## config.mk

```make
export PLATFORM = sky130hd
export DESIGN_NAME = usr_shift_bus
export DESIGN_NICKNAME = d
export VERILOG_FILES = /design/src/rtl/usr_pkg.sv /design/src/rtl/usr_mode_decode.sv /design/src/rtl/usr_shift_next.sv /design/src/rtl/usr_shift_bus.sv
export SDC_FILE = /design/constraint.sdc
export NUM_CORES = 1
export LEC_CHECK = 0
export BUFFER_PORTS_ARGS = -buffer_cell sky130_fd_sc_hd__clkbuf_2
export CORE_AREA = 5 5 42 44
export CTS_CLUSTER_DIAMETER = 200
export DETAILED_ROUTE_END_ITERATION = 16
export DIE_AREA = 0 0 47 49
export HOLD_SLACK_MARGIN = 0.05
export PLACE_DENSITY = 0.71
export SYNTH_ARGS = -nofsm -noshare
export SYNTH_HDL_FRONTEND = slang
export SYNTH_SLANG_ARGS = --single-unit
export TNS_END_PERCENT = 100
```

## constraint.sdc

```tcl
create_clock -name clk -period 1.15 [get_ports clk]
set_clock_uncertainty 0.2 [all_clocks]
set_input_delay 0.1725 -clock clk [delete_from_list [all_inputs] [get_ports clk]]
set_output_delay 0.1725 -clock clk [all_outputs]
set_load 0.005 [all_outputs]
```

## src/rtl/usr_pkg.sv

```systemverilog
package usr_pkg;

    typedef enum logic [1:0] {
        OP_HOLD = 2'b00,
        OP_UP   = 2'b01,
        OP_DOWN = 2'b10,
        OP_LOAD = 2'b11
    } usr_op_e;

endpackage

```

## src/rtl/usr_mode_decode.sv

```systemverilog
module usr_mode_decode
    import usr_pkg::*;
(
    input  logic [1:0] mode_sel,
    input  logic       oe_a_n,
    input  logic       oe_b_n,
    output usr_op_e    op,
    output logic       bus_oe
);

    logic enables_low;

    always_comb begin
        op          = usr_op_e'(mode_sel);
        enables_low = ~oe_a_n & ~oe_b_n;
        // drivers release the bus for an external source during load
        bus_oe      = enables_low & (op != OP_LOAD);
    end

endmodule

```

## src/rtl/usr_shift_next.sv

```systemverilog
module usr_shift_next
    import usr_pkg::*;
#(
    parameter int WIDTH = 8
) (
    input  usr_op_e          op,
    input  logic             clr_n,
    input  logic [WIDTH-1:0] cur,
    input  logic [WIDTH-1:0] bus_in,
    input  logic             ser_in_lo,
    input  logic             ser_in_hi,
    output logic [WIDTH-1:0] nxt
);

    localparam int TOP = WIDTH - 1;

    for (genvar i = 0; i < WIDTH; i++) begin : g_bit
        logic from_below;
        logic from_above;
        logic bit_d;

        if (i == 0) begin : g_lo_end
            assign from_below = ser_in_lo;
        end else begin : g_lo_mid
            assign from_below = cur[i-1];
        end

        if (i == TOP) begin : g_hi_end
            assign from_above = ser_in_hi;
        end else begin : g_hi_mid
            assign from_above = cur[i+1];
        end

        always_comb begin
            if (!clr_n) begin
                bit_d = 1'b0;
            end else begin
                unique case (op)
                    OP_UP:   bit_d = from_below;
                    OP_DOWN: bit_d = from_above;
                    OP_LOAD: bit_d = bus_in[i];
                    default: bit_d = cur[i];
                endcase
            end
        end

        assign nxt[i] = bit_d;
    end

endmodule

```

## src/rtl/usr_shift_bus.sv

```systemverilog
module usr_shift_bus
    import usr_pkg::*;
#(
    parameter int WIDTH = 8
) (
    input  logic             clk,
    input  logic             clr_n,
    input  logic [1:0]       mode_sel,
    input  logic             oe_a_n,
    input  logic             oe_b_n,
    input  logic             ser_in_lo,
    input  logic             ser_in_hi,
    input  logic [WIDTH-1:0] bus_in,
    output logic [WIDTH-1:0] bus_out,
    output logic             bus_oe,
    output logic             ser_out_lo,
    output logic             ser_out_hi
);

    localparam int TOP = WIDTH - 1;

    typedef struct packed {
        logic [WIDTH-1:0] data;
    } usr_state_t;

    usr_state_t       st_d;
    usr_state_t       st_q;
    usr_op_e          op;
    logic [WIDTH-1:0] nxt;

    usr_mode_decode u_decode (
        .mode_sel (mode_sel),
        .oe_a_n   (oe_a_n),
        .oe_b_n   (oe_b_n),
        .op       (op),
        .bus_oe   (bus_oe)
    );

    usr_shift_next #(
        .WIDTH (WIDTH)
    ) u_next (
        .op        (op),
        .clr_n     (clr_n),
        .cur       (st_q.data),
        .bus_in    (bus_in),
        .ser_in_lo (ser_in_lo),
        .ser_in_hi (ser_in_hi),
        .nxt       (nxt)
    );

    always_comb begin
        st_d      = st_q;
        st_d.data = nxt;
    end

    always_ff @(posedge clk) begin
        st_q <= st_d;
    end

    assign bus_out    = st_q.data;
    assign ser_out_lo = st_q.data[0];
    assign ser_out_hi = st_q.data[TOP];

endmodule

```

### Yosys cells after proc, flatten, opt, wreduce, memory -nomap -nowiden

Index checks and enable logic that the tools add are counted.

| word-level totals | value |
|---|---|
| RAM bits | 0 |
| register bits | 8 |
| logic and storage cells | 18 |
| bits in latches | 0 |
| bits in read-only memories | 0 |
| memories kept | 0 |
| input port bits | 16 |

| operators by class | value |
|---|---|
| equal/unequal tests | 4 |
| mux-type cells | 8 |
| magnitude comparators | 0 |
| bitwise operators | 4 |
| add/subtract/negate cells | 0 |
| shift-type cells | 0 |
| multipliers | 0 |
| divide/modulo/power cells | 0 |
| reduce and logical (&&, ||, !) cells | 1 |

Operators by type and width:

| kind | count |
|---|---|
| $pmux W1 S3 | 8 |
| $eq A2 B2 Y1 const B | 2 |
| $reduce_bool A3 Y1 | 1 |
| $and A1 B1 Y1 | 2 |
| $eq A2 B1 Y1 const B | 1 |
| $ne A2 B2 Y1 const B | 1 |
| $not A1 Y1 | 2 |

### Longest topological paths before layout

| depth | value |
|---|---|
| word-level depth | 3 |
| mapped depth | 4 |

### Modules after synthesis

From an unflattened synthesis, not the netlist that was laid out.

| unflattened totals | value |
|---|---|
| cells, all modules | 50 |
| area, all modules | 518.0 um2 |

Modules (own cells, without submodules):

| module | sequential area each (um2) | area an instance (um2) | cells an instance | times used |
|---|---|---|---|---|
| usr_shift_next | 0.0 | 315.3 | 37 | 1 |
| usr_shift_bus | 160.2 | 175.2 | 10 | 1 |
| usr_mode_decode | 0.0 | 27.5 | 3 | 1 |

### Worst setup path before layout

Ideal clock, no wire load.

| timing | value |
|---|---|
| path kind | input-to-output |
| from | input port mode_sel[1] |
| to | output port bus_oe |
| path buffers | 2 |
| data required time | 0.777 ns |
| setup slack | 0.074 ns |
| cell stages on the path | 3 |
| data arrival time | 0.703 ns |
| path through | buf_6 -> buf_12 -> a211oi_1 |

| between the ends | value |
|---|---|
| word-level cells in the longest chain between the ends | 2 |

RTL lines:

| item | line | text |
|---|---|---|
| start, declared | usr_shift_bus.sv:8 | `input logic [1:0] mode_sel,` |
| $ne A2 B2 Y1 | usr_mode_decode.sv:17 | `bus_oe = enables_low & (op != OP_LOAD);` |
| $and A1 B1 Y1 | usr_mode_decode.sv:17 |  |
| end, declared | usr_shift_bus.sv:15 | `output logic bus_oe,` |

Every way passes these cells.

### Final worst setup path

| timing | value |
|---|---|
| from | input port bus_in[1] |
| to | register st_q, in the netlist bus_out[1] |

| between the ends | value |
|---|---|
| word-level cells in the longest chain between the ends | 1 |

RTL lines:

| item | line | text |
|---|---|---|
| start, declared | usr_shift_bus.sv:13 | `input logic [WIDTH-1:0] bus_in,` |
| $pmux W1 S3 | usr_shift_next.sv:38 | `unique case (op)` |
| end signal, assigned | usr_shift_bus.sv:57 | `st_q <= st_d;` |
| end, declared | usr_shift_bus.sv:27 | `usr_state_t st_q;` |

Every way passes these cells.
A chain may end at the register's enable or synchronous reset.

==> results.yml <==
global_routing:
  grt_pass1_vias: 394
  overflow: 0
  antenna_found_initial: 0
  grt_pass1_wl_mm: 1.69
  grt_max_degree: 17
  track_usage: 0.102
clock_tree:
  clock-sinks: 8
  clk_pin_slew_ns: 0.06
  cts.htree.levels: 1
  tritoncts: "built"
  clockBufferDepth: 2
  clk_latency_ns: 0.26
  cts_buffers: 3
  cts-root-buf: "clkbuf_4"
floorplan:
  die_width_um: 47
  dieArea_sq_mm: 0.00230
  die_h_um: 49
  initial_core_util: 0.313
  ioPinCount: 27
  core_area_sq_mm: 0.00140
  num_rows: 14
synthesis:
  synthCells: 40
  ys.flop_type: "dfxtp_1"
  syn_nets: 56
  yosysMostFrequentCell: "mux2i_1"
  yosys-top-cells-count: "mux2i_1, dfxtp_1, o22ai_1"
  yosysWarningCount: 0
  synth_edf_count: 0
  synth_top_cell_by_area: "dfxtp_1"
  synth_top_area_frac: 0.366
  ys_seq_elements: 8
  synth_area_leaders: "dfxtp_1, mux2i_1, o22ai_1, buf_12, buf_4"
  async_flop_share: 0
  syn_avg_cell_area_sq_um: 10.9
  syn-cell-area_sq_um: 438
  synthDistinctLibCells: 10
  yosysSeqAreaShare: 0.366
placed_design:
  port_buffers: 26
  dp_hpwl_um: 749
  place_area_sq_um: 558
  place_congestion: 0.638
power:
  p_per_area_mw_per_mm2: 1010
  power_uw: 686
  ir_worst_vdd_uv: 593
  p_leak_uw: 0.000343
worst_hold_path:
  hold_path.class: "in2reg"
routing:
  via_count: 428
  wl_mm: 1.05
  wl_per_cell_um: 11.7
  drc: 0
  dr.first_iter.drc_count: 6
  drtAntennaViolNets: 0
  routed_via_density: 4.76
  drt-pass1-iter-count: 3
cells_and_area:
  drive_gt1_frac: 0.514
  diodes: 0
  fin_nets: 92
  final_area_sq_um: 681
  area_delta_synth_final_pct: 55.4
  largest_reg_flops: 8
timing:
  slew_viol_final: 0
  rsz0062_at_grt: "false"
  finalCritPeriodShare: 0.961
  hold_viol_final: 0
  tightest_slew_ns: 0.295
  fmax_mhz: 905
  final.setup.tns_ns: 0
  fin_crit_ns: 1.11
  max_slew_margin: 0.803
  setup_viol_count_final: 0
worst_setup_path:
  cp.required_ns: 1.09
  critPathCaptureType: "flip-flop"
  worstPathArrival_ns: 1.04
  crit_fanout: 1
  start_kind: "primary input"
  path_class: "in2reg"
job:
  drv_cap: 0
status:
  run_status: "finished, final reports clean"
## kinds of logic (layout without fill, tap and decap cells)
logic type      Yosys count  count (layout)  share of synthesized area
compound gates            9               9                      0.131
flops                     8               8                      0.366
simple gates              2               2                     0.0229
mux                      16              16                      0.366
buf+inv                   5              39                      0.114
## path summary, 6_finish.rpt
| kind | end | slack [ns] | cells after the start | start |
|---|---|---|---|---|
| setup / recovery | bus_out[1] | 0.04 | 4 | bus_in[1] |
| hold / removal | bus_out[4] | 0.06 | 3 | bus_in[4] |
| setup reg to reg | bus_out[4] | 0.26 | 2 | bus_out[3] |
| hold reg to reg | bus_out[1] | 0.36 | 2 | bus_out[0] |
## per-stage QoR
step           utilization  instances  hold WS (ns)  setup WS, ns
3_3_place_gp         0.398         78         0.250        0.0757
6_report             0.486         90        0.0551        0.0447
3_5_place_dp         0.398         78         0.265        0.0586
4_1_cts              0.481         90        0.0507       0.00122
5_1_grt              0.486         90        0.0515       0.00101
2_1_floorplan            -         40         0.161        0.0743
## cell type report
type,instances,area [sq um]
fillers,139,721
multi-input cells,27,228
well taps,16,20.0
repair buffers,36,240
flip-flops and latches,8,170
clock buffers,3,22.5
## cell usage in the layout, fill, tap and decap left out, drive strengths merged
| cell type | n |
|---|---|
| nand2 | 1 |
| o22ai | 8 |
| nand2b | 1 |
| dfxtp | 8 |
| clkbuf | 29 |
| mux2i | 16 |
| a211oi | 1 |
| dlygate4sd3 | 9 |
| buf | 1 |
## routing by layer
metal	global-route usage	wire length [um]	vias to the layer above
li1	-	-	221
met1	0.113	421	186
met2	0.152	492	21
met3	0.0738	136	0
met4	0.0276	0	0
met5	0	0	-
## power breakdown
part	switching [uW]	internal, uW	total [uW]	leakage, uW
Sequential	16.0	298	314	0.0000688
Combinational	57.8	93.5	151	0.000261
Clock	101	120	221	0.0000138
Total	175	511	686	0.000343
## worst max-delay path, stage by stage
cell and delay (ns):
dlygate4sd3_1 0.54, clkbuf_2 0.11, mux2i_1 0.13, o22ai_1 0.09
## repair_timing
item,CTS,global route
gates resized for setup,3,5
endpoints found under the setup margin,4,6
hold endpoints to repair,7,0
hold buffers,9,0
setup buffers,0,0
gates cloned,0,0
(Power assumes the default switching activity.)
